File: config.mk
export PLATFORM = sky130hd
export DESIGN_NAME = can_mb_iflag
export DESIGN_NICKNAME = d
export VERILOG_FILES = /design/src/rtl/can_iflag_pkg.sv /design/src/rtl/can_rxf_store.sv /design/src/rtl/can_iflag_reg.sv /design/src/rtl/can_mask_route.sv /design/src/rtl/can_mb_iflag.sv
export SDC_FILE = /design/constraint.sdc
export NUM_CORES = 1
export LEC_CHECK = 0
export ABC_AREA = 1
export CAP_MARGIN = 10
export CORE_UTILIZATION = 55
export DETAILED_ROUTE_END_ITERATION = 12
export DONT_BUFFER_PORTS = 1
export HOLD_SLACK_MARGIN = 0.1
export PLACE_DENSITY_LB_ADDON = 0.15
export SYNTH_ARGS = -nofsm -noshare
export SYNTH_HDL_FRONTEND = slang
export SYNTH_SLANG_ARGS = --single-unit
File: constraint.sdc
create_clock -name clk_i -period 3.6 [get_ports clk_i]
set_clock_uncertainty 0.1 [all_clocks]
set_input_delay 0.18 -clock clk_i [delete_from_list [all_inputs] [get_ports clk_i]]
set_output_delay 0.18 -clock clk_i [all_outputs]
set_load 0.005 [all_outputs]
File: src/rtl/can_iflag_pkg.sv
package can_iflag_pkg;
  localparam int unsigned AVAIL_BIT = 5;
  localparam int unsigned WARN_BIT  = 6;
  localparam int unsigned OVF_BIT   = 7;

  typedef enum logic {
    MODE_MB   = 1'b0,
    MODE_FIFO = 1'b1
  } rx_mode_e;
endpackage

File: src/rtl/can_rxf_store.sv
module can_rxf_store #(
  parameter int unsigned DEPTH    = 6,
  parameter int unsigned WIDTH    = 16,
  parameter int unsigned WARN_LVL = 4
) (
  input  logic                         clk_i,
  input  logic                         rst_ni,
  input  logic                         flush_i,
  input  logic                         push_i,
  input  logic [WIDTH-1:0]             data_i,
  input  logic                         pop_i,
  output logic [WIDTH-1:0]             head_o,
  output logic [$clog2(DEPTH+1)-1:0]   count_o,
  output logic                         nonempty_next_o,
  output logic                         pop_ok_o,
  output logic                         warn_evt_o,
  output logic                         ovf_evt_o
);
  localparam int unsigned PTR_W = (DEPTH > 1) ? $clog2(DEPTH) : 1;
  localparam int unsigned CNT_W = $clog2(DEPTH+1);

  logic [WIDTH-1:0] mem_q [DEPTH];
  logic [PTR_W-1:0] rd_q, wr_q;
  logic [CNT_W-1:0] cnt_q, cnt_d;
  logic             pop_ok, push_ok;

  function automatic logic [PTR_W-1:0] ptr_inc(input logic [PTR_W-1:0] p);
    return (p == PTR_W'(DEPTH-1)) ? '0 : p + 1'b1;
  endfunction

  assign pop_ok  = pop_i && !flush_i && (cnt_q != '0);
  // a same-cycle removal frees a slot for the push
  assign push_ok = push_i && !flush_i && ((cnt_q != CNT_W'(DEPTH)) || pop_ok);

  always_comb begin
    if (flush_i) cnt_d = '0;
    else begin
      unique case ({push_ok, pop_ok})
        2'b10:   cnt_d = cnt_q + 1'b1;
        2'b01:   cnt_d = cnt_q - 1'b1;
        default: cnt_d = cnt_q;
      endcase
    end
  end

  always_ff @(posedge clk_i or negedge rst_ni) begin
    if (!rst_ni) begin
      rd_q  <= '0;
      wr_q  <= '0;
      cnt_q <= '0;
    end else begin
      cnt_q <= cnt_d;
      if (flush_i) begin
        rd_q <= '0;
        wr_q <= '0;
      end else begin
        if (pop_ok)  rd_q <= ptr_inc(rd_q);
        if (push_ok) wr_q <= ptr_inc(wr_q);
      end
    end
  end

  always_ff @(posedge clk_i) begin
    if (push_ok) mem_q[wr_q] <= data_i;
  end

  assign head_o          = mem_q[rd_q];
  assign count_o         = cnt_q;
  assign nonempty_next_o = (cnt_d != '0);
  assign pop_ok_o        = pop_ok;
  assign warn_evt_o      = push_ok && !pop_ok && (cnt_q == CNT_W'(WARN_LVL-1));
  assign ovf_evt_o       = push_i && !flush_i && !push_ok;

  assert_count_bound_R8: assert property (@(posedge clk_i) disable iff (!rst_ni)
    cnt_q <= CNT_W'(DEPTH));
  assert_ovf_only_full_R8: assert property (@(posedge clk_i) disable iff (!rst_ni)
    ovf_evt_o |=> cnt_q == CNT_W'(DEPTH));
  assert_flush_empty_R9: assert property (@(posedge clk_i) disable iff (!rst_ni)
    flush_i |=> cnt_q == '0);
  assert_warn_level_R7: assert property (@(posedge clk_i) disable iff (!rst_ni)
    warn_evt_o |=> cnt_q == CNT_W'(WARN_LVL));
endmodule

File: src/rtl/can_iflag_reg.sv
module can_iflag_reg
  import can_iflag_pkg::*;
#(
  parameter int unsigned NUM_MB = 32,
  parameter int unsigned LOW_MB = 8
) (
  input  logic              clk_i,
  input  logic              rst_ni,
  input  logic              fifo_mode_i,
  input  logic              mode_chg_i,
  input  logic [NUM_MB-1:0] done_i,
  input  logic [NUM_MB-1:0] clr_i,
  input  logic              avail_i,
  input  logic              warn_evt_i,
  input  logic              ovf_evt_i,
  output logic [NUM_MB-1:0] flag_o
);
  for (genvar i = 0; i < NUM_MB; i++) begin : g_bit
    logic bit_q;
    assign flag_o[i] = bit_q;

    if (i >= LOW_MB) begin : g_mb
      always_ff @(posedge clk_i or negedge rst_ni) begin
        if (!rst_ni) bit_q <= 1'b0;
        else         bit_q <= done_i[i] | (bit_q & ~clr_i[i]);
      end

      assert_set_wins_R3: assert property (@(posedge clk_i) disable iff (!rst_ni)
        done_i[i] |=> bit_q);
      assert_w1c_R2: assert property (@(posedge clk_i) disable iff (!rst_ni)
        (!done_i[i] && clr_i[i]) |=> !bit_q);
    end else begin : g_low
      logic fifo_d;
      if (i == AVAIL_BIT) begin : g_avail
        assign fifo_d = avail_i;
      end else if (i == WARN_BIT) begin : g_warn
        assign fifo_d = warn_evt_i | (bit_q & ~clr_i[i]);
      end else if (i == OVF_BIT) begin : g_ovf
        assign fifo_d = ovf_evt_i | (bit_q & ~clr_i[i]);
      end else begin : g_rsvd
        assign fifo_d = 1'b0;
        assert_rsvd_zero_R4: assert property (@(posedge clk_i) disable iff (!rst_ni)
          fifo_mode_i |-> !bit_q);
      end

      always_ff @(posedge clk_i or negedge rst_ni) begin
        if (!rst_ni)          bit_q <= 1'b0;
        else if (mode_chg_i)  bit_q <= 1'b0;
        else if (fifo_mode_i) bit_q <= fifo_d;
        else                  bit_q <= done_i[i] | (bit_q & ~clr_i[i]);
      end
    end
  end

  assert_flush_low_R9: assert property (@(posedge clk_i) disable iff (!rst_ni)
    mode_chg_i |=> flag_o[LOW_MB-1:0] == '0);
endmodule

File: src/rtl/can_mask_route.sv
module can_mask_route #(
  parameter int unsigned NUM_MB     = 32,
  parameter int unsigned FILT_ELEMS = 8,
  parameter int unsigned LOW_MB     = 8,
  localparam int unsigned IDX_W     = $clog2(NUM_MB)
) (
  input  logic             fifo_mode_i,
  input  logic             tgt_fifo_i,
  input  logic [IDX_W-1:0] tgt_idx_i,
  output logic             mask_vld_o,
  output logic [IDX_W-1:0] mask_idx_o
);
  // masks are indexed 1:1 with their target; only ownership changes with mode
  always_comb begin
    mask_idx_o = tgt_idx_i;
    if (fifo_mode_i) begin
      if (tgt_fifo_i) mask_vld_o = ({1'b0, tgt_idx_i} < (IDX_W+1)'(FILT_ELEMS));
      else            mask_vld_o = ({1'b0, tgt_idx_i} >= (IDX_W+1)'(LOW_MB));
    end else begin
      mask_vld_o = !tgt_fifo_i;
    end
  end
endmodule

File: src/rtl/can_mb_iflag.sv
module can_mb_iflag
  import can_iflag_pkg::*;
#(
  parameter int unsigned NUM_MB     = 32,
  parameter int unsigned LOW_MB     = 8,
  parameter int unsigned FILT_ELEMS = 8,
  parameter int unsigned FIFO_DEPTH = 6,
  parameter int unsigned WARN_LVL   = 4,
  parameter int unsigned FRAME_W    = 16,
  localparam int unsigned IDX_W     = $clog2(NUM_MB)
) (
  input  logic               clk_i,
  input  logic               rst_ni,
  input  logic               fifo_en_i,
  input  logic [NUM_MB-1:0]  mb_done_i,
  input  logic               rx_push_i,
  input  logic [FRAME_W-1:0] rx_frame_i,
  input  logic               flag_wr_i,
  input  logic [NUM_MB-1:0]  flag_wdata_i,
  input  logic               tgt_fifo_i,
  input  logic [IDX_W-1:0]   tgt_idx_i,
  output logic [NUM_MB-1:0]  flag_o,
  output logic [FRAME_W-1:0] fifo_head_o,
  output logic               mask_vld_o,
  output logic [IDX_W-1:0]   mask_idx_o
);
  localparam int unsigned CNT_W = $clog2(FIFO_DEPTH+1);

  rx_mode_e          mode_q;
  logic              fifo_mode, mode_chg;
  logic [NUM_MB-1:0] clr;
  logic              push_req, pop_req;
  logic [CNT_W-1:0]  fifo_cnt;
  logic              nonempty_next, pop_ok, warn_evt, ovf_evt;

  always_ff @(posedge clk_i or negedge rst_ni) begin
    if (!rst_ni) mode_q <= MODE_MB;
    else         mode_q <= rx_mode_e'(fifo_en_i);
  end

  assign fifo_mode = (mode_q == MODE_FIFO);
  assign mode_chg  = (fifo_en_i != fifo_mode);
  assign clr       = flag_wr_i ? flag_wdata_i : '0;
  assign push_req  = rx_push_i && fifo_mode && !mode_chg;
  assign pop_req   = clr[AVAIL_BIT] && fifo_mode && !mode_chg;

  can_rxf_store #(
    .DEPTH   (FIFO_DEPTH),
    .WIDTH   (FRAME_W),
    .WARN_LVL(WARN_LVL)
  ) u_store (
    .clk_i          (clk_i),
    .rst_ni         (rst_ni),
    .flush_i        (mode_chg),
    .push_i         (push_req),
    .data_i         (rx_frame_i),
    .pop_i          (pop_req),
    .head_o         (fifo_head_o),
    .count_o        (fifo_cnt),
    .nonempty_next_o(nonempty_next),
    .pop_ok_o       (pop_ok),
    .warn_evt_o     (warn_evt),
    .ovf_evt_o      (ovf_evt)
  );

  can_iflag_reg #(
    .NUM_MB(NUM_MB),
    .LOW_MB(LOW_MB)
  ) u_flags (
    .clk_i      (clk_i),
    .rst_ni     (rst_ni),
    .fifo_mode_i(fifo_mode),
    .mode_chg_i (mode_chg),
    .done_i     (mb_done_i),
    .clr_i      (clr),
    .avail_i    (nonempty_next && !pop_ok),
    .warn_evt_i (warn_evt),
    .ovf_evt_i  (ovf_evt),
    .flag_o     (flag_o)
  );

  can_mask_route #(
    .NUM_MB    (NUM_MB),
    .FILT_ELEMS(FILT_ELEMS),
    .LOW_MB    (LOW_MB)
  ) u_route (
    .fifo_mode_i(fifo_mode),
    .tgt_fifo_i (tgt_fifo_i),
    .tgt_idx_i  (tgt_idx_i),
    .mask_vld_o (mask_vld_o),
    .mask_idx_o (mask_idx_o)
  );

  assert_avail_on_push_R5: assert property (@(posedge clk_i) disable iff (!rst_ni)
    (fifo_mode && !mode_chg && rx_push_i && !clr[AVAIL_BIT]) |=> flag_o[AVAIL_BIT]);
  assert_pop_drops_avail_R6: assert property (@(posedge clk_i) disable iff (!rst_ni)
    (fifo_mode && !mode_chg && clr[AVAIL_BIT] && flag_o[AVAIL_BIT]) |=> !flag_o[AVAIL_BIT]);
  assert_mb_mode_empty_R12: assert property (@(posedge clk_i) disable iff (!rst_ni)
    !fifo_mode |-> fifo_cnt == '0);
  assert_mask_mb_R10: assert property (@(posedge clk_i) disable iff (!rst_ni)
    (!fifo_mode && !tgt_fifo_i) |-> (mask_vld_o && mask_idx_o == tgt_idx_i));
  assert_mask_filt_R11: assert property (@(posedge clk_i) disable iff (!rst_ni)
    (fifo_mode && tgt_fifo_i && tgt_idx_i < IDX_W'(FILT_ELEMS)) |-> mask_vld_o);
  assert_mask_low_mb_R11: assert property (@(posedge clk_i) disable iff (!rst_ni)
    (fifo_mode && !tgt_fifo_i && tgt_idx_i < IDX_W'(LOW_MB)) |-> !mask_vld_o);
endmodule

# Word-level counts from Yosys, hierarchy flattened

Memory sizes are Yosys's and may differ from the RTL's.
Cells that the tools add are included.

Output and inout port bits: 54
Logic and storage cells: 198
Memories: 1
Bits in writable memories: 96
Register bits: 42
Input bits: 91

Mux-type cells: 29
Add/sub/neg operators: 4
Equal/unequal tests: 7
Reduce and logical (&&, ||, !) cells: 21
Bitwise gates (word level): 98
Magnitude comparators: 2

Memory list:

| name          | depth | bits a word | rd ports | clocked after Yosys merged registers in | write ports | RTL line            | source |
|---|---|---|---|---|---|---|---|
| u_store.mem_q | 6     | 16          | 1        | 0                                       | 1           | can_rxf_store.sv:22 | `logic [WIDTH-1:0] mem_q [DEPTH];` |

Operators by type and width:

| cell                                                              | number |
|---|---|
| bitwise OR 1 bit                                                  | 34 |
| bitwise AND 1 bit                                                 | 32 |
| 2-to-1 mux 32 bit                                                 | 1 |
| NOT 1 bit                                                         | 32 |
| 2-to-1 mux 3 bit                                                  | 7 |
| 2-to-1 mux 1 bit                                                  | 20 |
| logical AND 1 bit                                                 | 12 |
| adder 3 x 1 -> 3 bit, second input constant                       | 3 |
| equality test 3 bit, second input constant                        | 2 |
| case mux 3 bit (2 select lines)                                   | 1 |
| nonzero test 3 bit                                                | 2 |
| greater-or-equal comparator 5 x 4 -> 1 bit, second input constant | 1 |
| < comparator 5 x 4 -> 1 bit, second input constant                | 1 |
| zero test 1 bit                                                   | 4 |
| nonzero test 2 bit                                                | 2 |
| equality test 3 x 2 -> 1 bit, second input constant               | 1 |
| inequality test 3 bit, second input constant                      | 1 |
| subtractor 3 x 1 -> 3 bit, second input constant                  | 1 |
| equality test 2 x 1 -> 1 bit, second input constant               | 1 |
| equality test 2 bit, second input constant                        | 1 |
| logical OR 1 bit                                                  | 1 |
| inequality test 1 bit                                             | 1 |

# Longest topological paths before layout

Gate-level depths: netlist (run 1).

Word-level depth: 14
Depth in mapped cells: 13
Gate-level depth less buffers: 13

# Hierarchy

From an unflattened synthesis (run 1), not the netlist that was laid out.

Cells, all modules: 568
Area total of the unflattened synthesis: 6042.0 µm²

By module, submodules not included:

| module         | times used | area an instance (µm²) | seq. area each (µm²) | cells each |
|---|---|---|---|---|
| can_rxf_store  | 1          | 4177.8                 | 3108.0               | 330 |
| can_iflag_reg  | 1          | 1463.9                 | 800.8                | 149 |
| can_mb_iflag   | 1          | 332.8                  | 25.0                 | 77 |
| can_mask_route | 1          | 67.6                   | 0.0                  | 12 |

# Worst setup path before layout (run 1)

Ideal clock, no wire load.

Path type: flip-flop to flip-flop
Start point: register mode_q, in the netlist fifo_mode
End point: memory u_store.mem_q[0][0] (enable)
Path slack: 0.535 ns
Arrival: 2.535 ns
Cell stages (with the launch flop): 7
Setup time: 0.430 ns
Period minus slack after synthesis: 3.065 ns
Data required time: 3.070 ns
Buffers on the path: 0
Cells stage by stage: dfrtp_1 -> nand2_4 -> nor2_4 -> nor2_1 -> nor3_4 -> inv_2 -> nor4_1

Longest elaborated chain between the ends: 9
Elaborated cells on any way between the ends: 13
Those cells by class: eq/ne: 1; mux: 2; reduce/logical: 10

Ends and longest elaborated chain:

| what                                       | RTL line            | source |
|---|---|---|
| from (decl)                                | can_mb_iflag.sv:29  | `rx_mode_e mode_q;` |
| from (signal assigned)                     | can_mb_iflag.sv:38  | `else mode_q <= rx_mode_e'(fifo_en_i);` |
| inequality test 1 bit                      | can_mb_iflag.sv:42  | `assign mode_chg = (fifo_en_i != fifo_mode);` |
| zero test 1 bit                            | -                   |  |
| logical AND 1 bit                          | can_mb_iflag.sv:45  | `assign pop_req = clr[AVAIL_BIT] && fifo_mode && !mode_chg;` |
| logical AND 1 bit (2 in series)            | can_rxf_store.sv:31 | `assign pop_ok = pop_i && !flush_i && (cnt_q != '0);` |
| logical OR 1 bit                           | can_rxf_store.sv:33 | `assign push_ok = push_i && !flush_i && ((cnt_q != CNT_W'(DEPTH)) \|\| pop_ok);` |
| logical AND 1 bit (*)                      | can_rxf_store.sv:33 |  |
| 2-to-1 mux 1 bit (*)                       | can_rxf_store.sv:64 | `if (push_ok) mem_q[wr_q] <= data_i;` |
| 2-to-1 mux 1 bit (not written as such) (*) | can_rxf_store.sv:64 |  |
| to (decl)                                  | can_rxf_store.sv:22 |  |

Mark *: on every way between the ends. The rest lies on a longest branch, timed or not.

# Worst setup path after layout (run 1)

Start point: register u_store.rd_q[2]
End point: output port fifo_head_o[5]

Longest elaborated chain between the ends: 1

Ends and longest elaborated chain:

| what                   | RTL line            | source |
|---|---|---|
| from (decl)            | can_rxf_store.sv:23 | `logic [PTR_W-1:0] rd_q, wr_q;` |
| from (signal assigned) | can_rxf_store.sv:57 | `if (pop_ok) rd_q <= ptr_inc(rd_q);` |
| memory (6 x 16 bit)    | -                   |  |
| to (decl)              | can_mb_iflag.sv:23  | `output logic [FRAME_W-1:0] fifo_head_o,` |

No other way between the ends.

==> results of run 1 <==
==> state kept, by name, summed over array words and instances (netlist names) <==
register             cells
u_store.rd_q             3
u_store.wr_q             3
fifo_mode                1
u_store.count_o          3
u_store.mem_q           96
u_flags.g_bit.bit_q     32
==> worst register-to-register path: cells and delay by family, from the launching register on <==
family / cells / cell delay [ns]
AND/OR/NAND/NOR: 5 / 0.73
buffers and inverters: 1 / 0.56
flip-flops: 1 / 0.41
==> per-layer routing <==
metal | share of wire, % | wire (um)
met2 | 52 | 6600
met4 | 1.6 | 200
met3 | 6.6 | 832
met1 | 40 | 5050
met5 | 0 | 0
==> stage by stage <==
step | cell area, um^2 | hold WS, ns | setup WS, ns | instances
2_1_floorplan | 5800 | -0.216 | 0.535 | 495
3_3_place_gp | 5710 | -0.215 | 1.52 | 583
3_5_place_dp | 5710 | -0.215 | 1.48 | 583
4_1_cts | 7160 | 0.227 | 0.950 | 703
5_1_grt | 7160 | 0.236 | 0.839 | 703
6_report | 7160 | 0.254 | 1.00 | 703
==> final cells by class <==
type / instances / share of cell area [%]
clock buffers: 20 / 6.52
clock inverters: 12 / 1.17
inverters: 23 / 1.21
multi-input cells: 276 / 20.2
flip-flops and latches: 138 / 54.9
well taps: 136 / 2.38
repair buffers: 98 / 13.6
==> cell usage after synthesis, types with 2 or more instances <==
cell / instances
nand3_1: 42
inv_2: 2
edfxtp_1: 96
buf_2: 2
o21ai_0: 30
a21o_1: 24
nor4_1: 2
nand2_1: 63
a31oi_1: 2
nand3_2: 2
dfrtp_1: 42
o311ai_1: 2
nor2_1: 62
clkbuf_1: 16
clkinv_1: 2
nor3_1: 4
nand4_1: 3
buf_4: 37
inv_1: 19
o21ai_1: 5
nand2_2: 2
o311ai_0: 14
a21oi_1: 11
buf_1: 3
==> worst max path at each step <==
stage                    startpoint             endpoint  slack [ns]  cells past startpoint
floorplan                 fifo_mode  u_store.mem_q[0][0]        0.53                      6
global placement          fifo_mode  u_store.mem_q[3][7]        1.52                      6
detailed placement        fifo_mode  u_store.mem_q[3][7]        1.48                      6
CTS                 u_store.rd_q[2]       fifo_head_o[5]        0.95                      4
global route        u_store.rd_q[2]       fifo_head_o[5]        0.84                      4
finish              u_store.rd_q[2]       fifo_head_o[5]        1.00                      4
==> kinds of logic (layout without fill, tap and decap cells) <==
family / after synthesis / count (layout) / synth area share, %
AND/OR/NAND/NOR: 185 / 185 / 14.2
XOR/XNOR: 1 / 1 / 0.151
adder cells (fa/ha/maj): 1 / 1 / 0.345
flip-flops: 138 / 138 / 67.8
AO/OA/AOI/OAI: 89 / 89 / 9.84
buffers and inverters: 81 / 153 / 7.68
==> where the power goes <==
group	leakage [nW]	internal [mW]	switching (mW)
Combinational	1.05	0.177	0.257
Clock	0.279	0.929	0.653
Sequential	1.35	1.74	0.0374
Total	2.68	2.85	0.947
==> what timing repair did <==
action                    in CTS  in global routing
setup buffers                  0                  0
hold buffers                  88                  0
gates resized for setup        0                  0
hold endpoints to repair     178                  0
==> flow_summary.yaml, run 1 <==
pwr:
  powerDensity_nw_per_um2: 530
  p_leak_nw: 2.68
  finalPower_mw: 3.79
  irDropWorstVdd_uv: 331
global_routing:
  grt_use_met3_pct: 7.42
  grt.busiest_layer: "met2"
  grt_overflow: 0
  grt_pass1_vias: 4121
  grt_max_degree: 49
  grt_use_met1_pct: 28.0
  antenna_found_initial: 0
  grt_usage_pct: 24.1
  met2_usage_pct: 42.1
  grt_first_pass_wirelength_mm: 20.0
detailed_routing:
  dr_total_vias: 3909
  first_iter_violations: 229
  drcViolationCount: 0
  avgViaCountPerCell: 5.56
  ant_nets: 0
  wirelength_mm: 12.7
  avgRoutedWirePerCell_um: 18.0
  firstDrtPassIters: 4
sta:
  setup_tns_ns: 0
  layout_min_cycle_time_ns: 2.60
  period_share_pct: 72.1
  timing.fmax_mhz: 385
  finalHoldViolations: 0
  setup_viol: 0
  relSlewSlack_pct: 51.6
  slew_violations: 0
  tightestPinTransition_ns: 0.725
  rsz0062_at_grt: "no"
hold_path:
  worst_hold_path.num_cells: 1
  hold-path-endpoint: "fifo_mode"
  hold_path_class: "input port to flip-flop"
  min_from: "fifo_en_i"
worst_setup_path:
  crit_family: "buffers and inverters"
  path_cells: "clkinv_1 -> buf_4 -> nand2_1 -> o21ai_0"
  cp_data_required_time_ns: 3.32
  ff2ff_setup_slack_ns: 1.41
  r2r_start: "fifo_mode"
  criticalPathCategory: "flip-flop to output pin"
  cp.arrival_ns: 2.32
  cp_slowest_cell: "dfrtp_1"
  cp_max_fo: 17
  slowest_delay_ns: 0.75
  rr_endpoint: "u_store.mem_q[3][1]"
  path_buf_inv: 2
  cp-end-kind: "output pin"
  cp-start-kind: "flip-flop"
  worst-r2r-cell-count: 6
logic_synthesis:
  yosysTopAreaCell: "edfxtp_1"
  synth_area_leaders: "edfxtp_1 50%, dfrtp_1 18%, buf_4 4.8%, nand2_1 4.1%, nor2_1 4.0%"
  synth_seq_cells: 138
  synthCells: 495
  synth_edf_count: 96
  syn-num-nets: 587
  ys_types: 32
  yosysSeqAreaShare_pct: 67.8
  netlist_area_um2: 5800
  yosysTopAreaCellShare_pct: 49.7
  ys_async_sr_fraction_pct: 30.4
  postSynthAreaPerCell_um2: 11.7
  yosysWarningCount: 0
  synth-main-ff-cell: "edfxtp_1"
cts:
  numCtsBuffers: 17
  cts_max_path_buffers: 2
  htree_num_levels: 4
  cts_tree: "yes"
  clkSinkCount: 138
  root_buffer: "clkbuf_8"
  clk_pin_slew_ns: 0.06
  insertion_delay_ns: 0.51
layout:
  layout_common_cells: "96 x edfxtp_1, 86 x dlygate4sd3_1, 63 x nand2_1"
  area_growth_pct: 23.5
  multiInputGateArea_um2: 1440
  final_common_cell: "edfxtp_1"
  seqCellArea_um2: 3930
  fillCellCount: 726
  drive_above_1_share_pct: 10.4
  antennaDiodeCount: 0
  final_core_util_pct: 69.7
  nets: 646
run_status:
  status: "completed"
die:
  io_pins: 145
  die_width_um: 105
  die_area_um2: 11000
  num_rows: 37
  die_y_um: 105
  start_util_pct: 56.4
  core_um2: 10300
place:
  place.gp.congestion: 0.821
  portBuffers: 0
  dp_hpwl_mm: 7.00
run:
  cap_violations: 0
(Power assumes the default switching activity.)
==> run 2, diff against run 1 <==
--- a/config.mk
+++ b/config.mk
@@ -5,7 +5,7 @@
 export SDC_FILE = /design/constraint.sdc
 export NUM_CORES = 1
 export LEC_CHECK = 0
-export ABC_AREA = 1
+export ABC_AREA = 0
 export CAP_MARGIN = 10
 export CORE_UTILIZATION = 55
 export DETAILED_ROUTE_END_ITERATION = 12
==> constraint.sdc (replaced) <==
create_clock -name clk_i -period 2.6 [get_ports clk_i]
set_clock_uncertainty 0.1 [all_clocks]
set_input_delay 0.13 -clock clk_i [delete_from_list [all_inputs] [get_ports clk_i]]
set_output_delay 0.13 -clock clk_i [all_outputs]
set_load 0.005 [all_outputs]
==> flow_summary.yaml, run 2 <==
run_status:
  status: "completed"
logic_synthesis:
  yosys.area_share.simple_pct: 7.63
  netlist_top_cells_count: "96 x edfxtp_1, 42 x buf_4, 42 x dfrtp_1"
  ys_types: 48
  synth-main-ff-cell: "edfxtp_1"
  yosysSeqAreaShare_pct: 66.8
  synth_edf_count: 96
  synthAdderAreaFrac_pct: 0.531
  synth_xor_area_share_pct: 0.743
  yosysMostFrequentCell: "edfxtp_1"
  synth_seq_cells: 138
  netlist_area_um2: 5890
  postSynthAreaPerCell_um2: 14.5
  synth_top_family_by_area: "multiplexers"
  ys_async_sr_fraction_pct: 30.4
  yosysTopAreaCellShare_pct: 48.9
  synth_area_leaders: "edfxtp_1 49%, dfrtp_1 18%, mux4_2 6.1%, buf_4 5.4%, a21o_1 3.1%"
  synth.mux.area_fraction_pct: 8.84
  synthCells: 405
  yosysTopAreaCell: "edfxtp_1"
  synth_compound_area_share_pct: 8.47
  yosysWarningCount: 0
  syn-num-nets: 497
global_routing:
  antenna_found_initial: 0
  grt_pass1_vias: 3685
  grt_usage_pct: 23.1
  grt_max_degree: 43
  grt_overflow: 0
  grt_first_pass_wirelength_mm: 19.0
cts:
  clk_pin_slew_ns: 0.06
  htree_num_levels: 4
  root_buffer: "clkbuf_8"
  cts_setup_buffers: 0
  numCtsBuffers: 17
  clkSinkCount: 138
  cts_tree: "yes"
  cts_max_path_buffers: 2
  insertion_delay_ns: 0.51
detailed_routing:
  ant_nets: 0
  firstDrtPassIters: 5
  avgRoutedWirePerCell_um: 18.7
  avgViaCountPerCell: 5.57
  wirelength_mm: 11.7
  dr_total_vias: 3493
  first_iter_violations: 182
  drcViolationCount: 0
layout:
  reg.largest.list: "u_store.mem_q: 96 flops, u_flags.g_bit.bit_q: 32 flops"
  layout_common_cells: "96 x edfxtp_1, 89 x dlygate4sd3_1, 41 x nand2_1, 41 x dfrtp_1"
  fillCellCount: 707
  multiInputGateArea_um2: 1560
  seqCellArea_um2: 3940
  nets: 570
  antennaDiodeCount: 0
  final_common_cell: "edfxtp_1"
  area_growth_pct: 24.7
  largest_reg_flops: 96
  top_register: "u_store.mem_q"
  drive_above_1_share_pct: 16.7
die:
  start_util_pct: 56.8
  die_y_um: 105
  io_pins: 145
  core_um2: 10400
  num_rows: 37
  die_width_um: 105
  die_area_um2: 11100
hold_path:
  hold_path_class: "input port to output pin"
  min_from: "tgt_idx_i[0]"
  worst_hold_path.num_cells: 0
  hold-path-endpoint: "mask_idx_o[0]"
pwr:
  irDropWorstVdd_uv: 484
  powerDensity_nw_per_um2: 689
  p_leak_nw: 2.62
  finalPower_mw: 5.06
sta:
  layout_min_cycle_time_ns: 2.40
  setup_viol: 0
  rsz0062_at_grt: "no"
  layout_setup_ws_ns: 0.196
  relSlewSlack_pct: 24.4
  slew_violations: 0
  timing.fmax_mhz: 416
  finalHoldViolations: 0
  period_share_pct: 92.4
  setup_tns_ns: 0
  tightestPinTransition_ns: 1.13
worst_setup_path:
  cp-start-kind: "flip-flop"
  cp-end-kind: "flip-flop"
  cp_max_fo: 10
  criticalPathCategory: "flip-flop to flip-flop"
  rr_endpoint: "u_flags.g_bit[5].bit_q"
  cp_data_required_time_ns: 2.89
  worst-r2r-cell-count: 8
  ff2ff_setup_slack_ns: 0.20
  cp.arrival_ns: 2.69
  r2r_start: "u_store.count_o[2]"
place:
  portBuffers: 0
  place.gp.congestion: 0.767
  dp_slack_ns: 0.237
  dp_hpwl_mm: 6.72
run:
  cap_violations: 0
==> run 2: logic make-up (layout without fill, tap and decap cells) <==
family / Yosys count / after routing
adders and majority gates: 2 / 2
muxes: 32 / 32
AOI/OAI and AO/OA: 70 / 70
DFF: 138 / 138
buffers and inverters: 61 / 147
and+or+nand+nor: 97 / 97
xor gates and xnor gates: 5 / 5
==> run 2: layer usage <==
metal | vias up | wire length (um) | GRT usage (%)
met5 | - | 0 | 0
met4 | 0 | 226 | 10.7
met3 | 16 | 478 | 5.26
met2 | 94 | 6230 | 39.3
met1 | 1773 | 4780 | 28.1
li1 | 1610 | - | -
==> run 2: report_power, final <==
group	leakage [nW]	internal [mW]	switching (mW)
clock	0.277	1.40	0.886
sequential	1.35	2.41	0.0409
combinational	0.994	0.185	0.142
total	2.62	3.99	1.07
==> run 2: timing repair <==
item / 4_1_cts / 5_1_grt
gates resized for setup: 0 / 0
hold buffers: 91 / 0
hold endpoints to repair: 180 / 0
==> run 2: critical path, cell delays in order (launching register included) <==
cell and delay [ns]:
dfrtp_1 0.47, or2_1 0.27, o21ai_1 0.17, nor2_1 0.09, fa_1 0.44, nor4b_1 0.33
a41oi_1 0.11, a211oi_2 0.25, o21ai_2 0.06
==> run 2: metrics by stage <==
step / area [um^2] / utilization [%] / std cells / hold slack [ns]
2_1_floorplan: 5900 / - / 405 / -0.266
3_3_place_gp: 5840 / 56.3 / 504 / -0.265
3_5_place_dp: 5840 / 56.3 / 504 / -0.265
4_1_cts: 7340 / 70.8 / 627 / 0.160
5_1_grt: 7340 / 70.8 / 627 / 0.160
6_report: 7340 / 70.8 / 627 / 0.160
==> run 2: layout make-up <==
| cell class | count | area share [%] |
|---|---|---|
| multi-input cells | 206 | 21.2 |
| repair buffers | 110 | 14.8 |
| well taps | 136 | 2.32 |
| clock inverters | 13 | 1.96 |
| clock buffers | 19 | 5.88 |
| flip-flops and latches | 138 | 53.6 |
| inverters | 5 | 0.256 |
==> run 2: how the worst max path moves through the flow <==
stage	start	endpoint	depth (start not counted)
global route	u_store.count_o[2]	u_flags.g_bit[5].bit_q	8
floorplan	u_store.count_o[2]	u_store.mem_q[4][0]	5
finish	u_store.count_o[2]	u_flags.g_bit[5].bit_q	8
CTS	u_store.count_o[2]	u_flags.g_bit[5].bit_q	8
detailed placement	u_store.count_o[2]	u_flags.g_bit[5].bit_q	8
global placement	u_store.count_o[2]	u_flags.g_bit[5].bit_q	8
==> run 3, diff against run 2 <==
--- a/config.mk
+++ b/config.mk
@@ -7,6 +7,8 @@
 export LEC_CHECK = 0
 export ABC_AREA = 0
 export CAP_MARGIN = 10
+export CORE_ASPECT_RATIO = 0.5
+export CORE_MARGIN = 5
 export CORE_UTILIZATION = 55
 export DETAILED_ROUTE_END_ITERATION = 12
 export DONT_BUFFER_PORTS = 1
==> flow_summary.yaml, run 3 (synthesis results as in run 2) <==
run_status:
  status: "completed"
pwr:
  power_frac_comb_pct: 6.2
  p_clk_share_pct: 45.1
  power_frac_seq_pct: 48.7
  irDropWorstVdd_uv: 419
  p_int_mw: 3.98
  switching_share_pct: 21.1
  powerDensity_nw_per_um2: 699
  p_switching_mw: 1.06
  p_leak_nw: 2.54
detailed_routing:
  avgRoutedWirePerCell_um: 20.5
  drcViolationCount: 0
  dr_total_vias: 3456
  wirelength_mm: 12.6
  firstDrtPassIters: 5
  ant_nets: 0
  first_iter_violations: 249
  avgViaCountPerCell: 5.60
place:
  dp_slack_ns: 0.228
  dp_hpwl_mm: 7.41
  place.gp.congestion: 0.846
  portBuffers: 0
die:
  core_um2: 10300
  die_area_um2: 13000
  die_width_um: 156
  io_pins: 145
  die_y_um: 83.2
  start_util_pct: 56.9
  num_rows: 26
worst_setup_path:
  cp_data_required_time_ns: 2.84
  ff2ff_setup_slack_ns: 0.19
  worst-r2r-cell-count: 8
  cp-end-kind: "flip-flop"
  crit_family: "simple AND/OR/NAND/NOR gates"
  r2r_start: "u_store.count_o[2]"
  cp.arrival_ns: 2.64
  cp_max_fo: 10
  rr_endpoint: "u_flags.g_bit[5].bit_q"
  path_buf_inv: 0
  slowest_delay_ns: 0.48
  path_cells: "or2_1 -> o21ai_1 -> nor2_1 -> fa_1 -> nor4_1 -> a311o_1 -> a211oi_2 -> o21ai_2"
  criticalPathCategory: "flip-flop to flip-flop"
  cp_slowest_cell: "dfrtp_1"
  cp-start-kind: "flip-flop"
cts:
  htree_num_levels: 4
  insertion_delay_ns: 0.41
  root_buffer: "clkbuf_16"
  cts_max_path_buffers: 2
  cts_tree: "yes"
  clkSinkCount: 138
  clk_pin_slew_ns: 0.06
  numCtsBuffers: 17
  cts-resized-gates: 0
global_routing:
  grt_max_degree: 43
  grt_usage_pct: 20.3
  grt_overflow: 0
  antenna_found_initial: 0
  grt_pass1_vias: 3856
  grt_first_pass_wirelength_mm: 20.3
layout:
  drive_above_1_share_pct: 14.7
  nets: 556
  layout_common_cells: "96 x edfxtp_1, 84 x dlygate4sd3_1, 41 x nand2_1, 41 x dfrtp_1"
  fillCellCount: 661
  area_growth_pct: 22.3
  top_register: "u_store.mem_q"
  largest_reg_flops: 96
  antennaDiodeCount: 0
  final_common_cell: "edfxtp_1"
  reg.largest.list: "u_store.mem_q: 96 flops, u_flags.g_bit.bit_q: 32 flops"
sta:
  finalHoldViolations: 0
  tightestPinTransition_ns: 1.18
  setup_viol: 0
  layout_min_cycle_time_ns: 2.41
  rsz0062_at_grt: "no"
  period_share_pct: 92.5
  slew_violations: 0
  setup_tns_ns: 0
  relSlewSlack_pct: 21.4
  layout_setup_ws_ns: 0.194
  timing.fmax_mhz: 416
hold_path:
  hold_path_class: "input port to async pin"
run:
  cap_violations: 0
==> run 3: cell count changes in the layout (fill, tap and decap cells not counted), moves of 2 or more <==
cell,delta
dlygate4sd3_1,-5
clkinv_4,-2
buf_4,-8
clkinv_1,+3
clkbuf_8,-2
==> run 3: stage by stage <==
stage / instance area, um^2 / power [mW] / utilization (%) / hold WS [ns] / instances
global placement: 5780 / 2.65 / 55.9 / -0.265 / 500
floorplan: 5900 / 2.67 / - / -0.266 / 405
finish: 7200 / 5.04 / 69.6 / 0.106 / 617
detailed placement: 5780 / 2.65 / 55.9 / -0.265 / 500
CTS: 7200 / 5.07 / 69.6 / 0.104 / 617
global route: 7200 / 5.22 / 69.6 / 0.124 / 617
==> run 3: repair_timing <==
action / in CTS / in global routing
setup buffers: 0 / 0
hold buffers: 85 / 0
endpoints found under the hold margin: 180 / 0
==> run 3: worst max-delay path by stage <==
stage	start	end	cells after the start	slack, ns
2_1_floorplan	u_store.count_o[2]	u_store.mem_q[4][0]	5	0.004
3_3_place_gp	u_store.count_o[2]	u_flags.g_bit[5].bit_q	8	0.35
3_5_place_dp	u_store.count_o[2]	u_flags.g_bit[5].bit_q	8	0.23
4_1_cts	u_store.count_o[2]	u_flags.g_bit[5].bit_q	8	0.21
5_1_grt	u_store.count_o[2]	u_flags.g_bit[5].bit_q	8	0.008
6_report	u_store.count_o[2]	u_flags.g_bit[5].bit_q	8	0.19
==> run 3: routing by layer <==
layer,part of all wire (%),wire (um),vias up,GRT usage (%)
met3,7.7,980,14,8.00
met4,0.81,103,0,5.59
met1,39,4970,1734,23.7
met2,52,6600,122,34.8
met5,0,0,-,0
li1,-,-,1586,-
==> run 3: power by group through the flow <==
stage | Sequential, mW | Combinational (mW) | Clock, mW
after floorplan | 2.47 | 0.200 | 0
after global placement | 2.49 | 0.155 | 0
after detailed placement | 2.49 | 0.161 | 0
after CTS | 2.45 | 0.309 | 2.31
after global routing | 2.46 | 0.343 | 2.43
final | 2.45 | 0.314 | 2.27
==> run 3: worst register-to-register path, stage by stage (launching register included) <==
cell	delay [ns]
dfrtp_1	0.48
or2_1	0.27
o21ai_1	0.19
nor2_1	0.10
fa_1	0.44
nor4_1	0.36
a311o_1	0.21
a211oi_2	0.08
o21ai_2	0.12
==> run 3: final cells by class <==
| class | instances | area (um^2) | area share (%) |
|---|---|---|---|
| well taps | 140 | 175 | 2.43 |
| repair buffers | 96 | 956 | 13.3 |
| clock inverters | 14 | 130 | 1.81 |
| clock buffers | 18 | 429 | 5.96 |
| multi-input cells | 206 | 1560 | 21.6 |
| flip-flops and latches | 138 | 3940 | 54.6 |
| inverters | 5 | 18.8 | 0.261 |
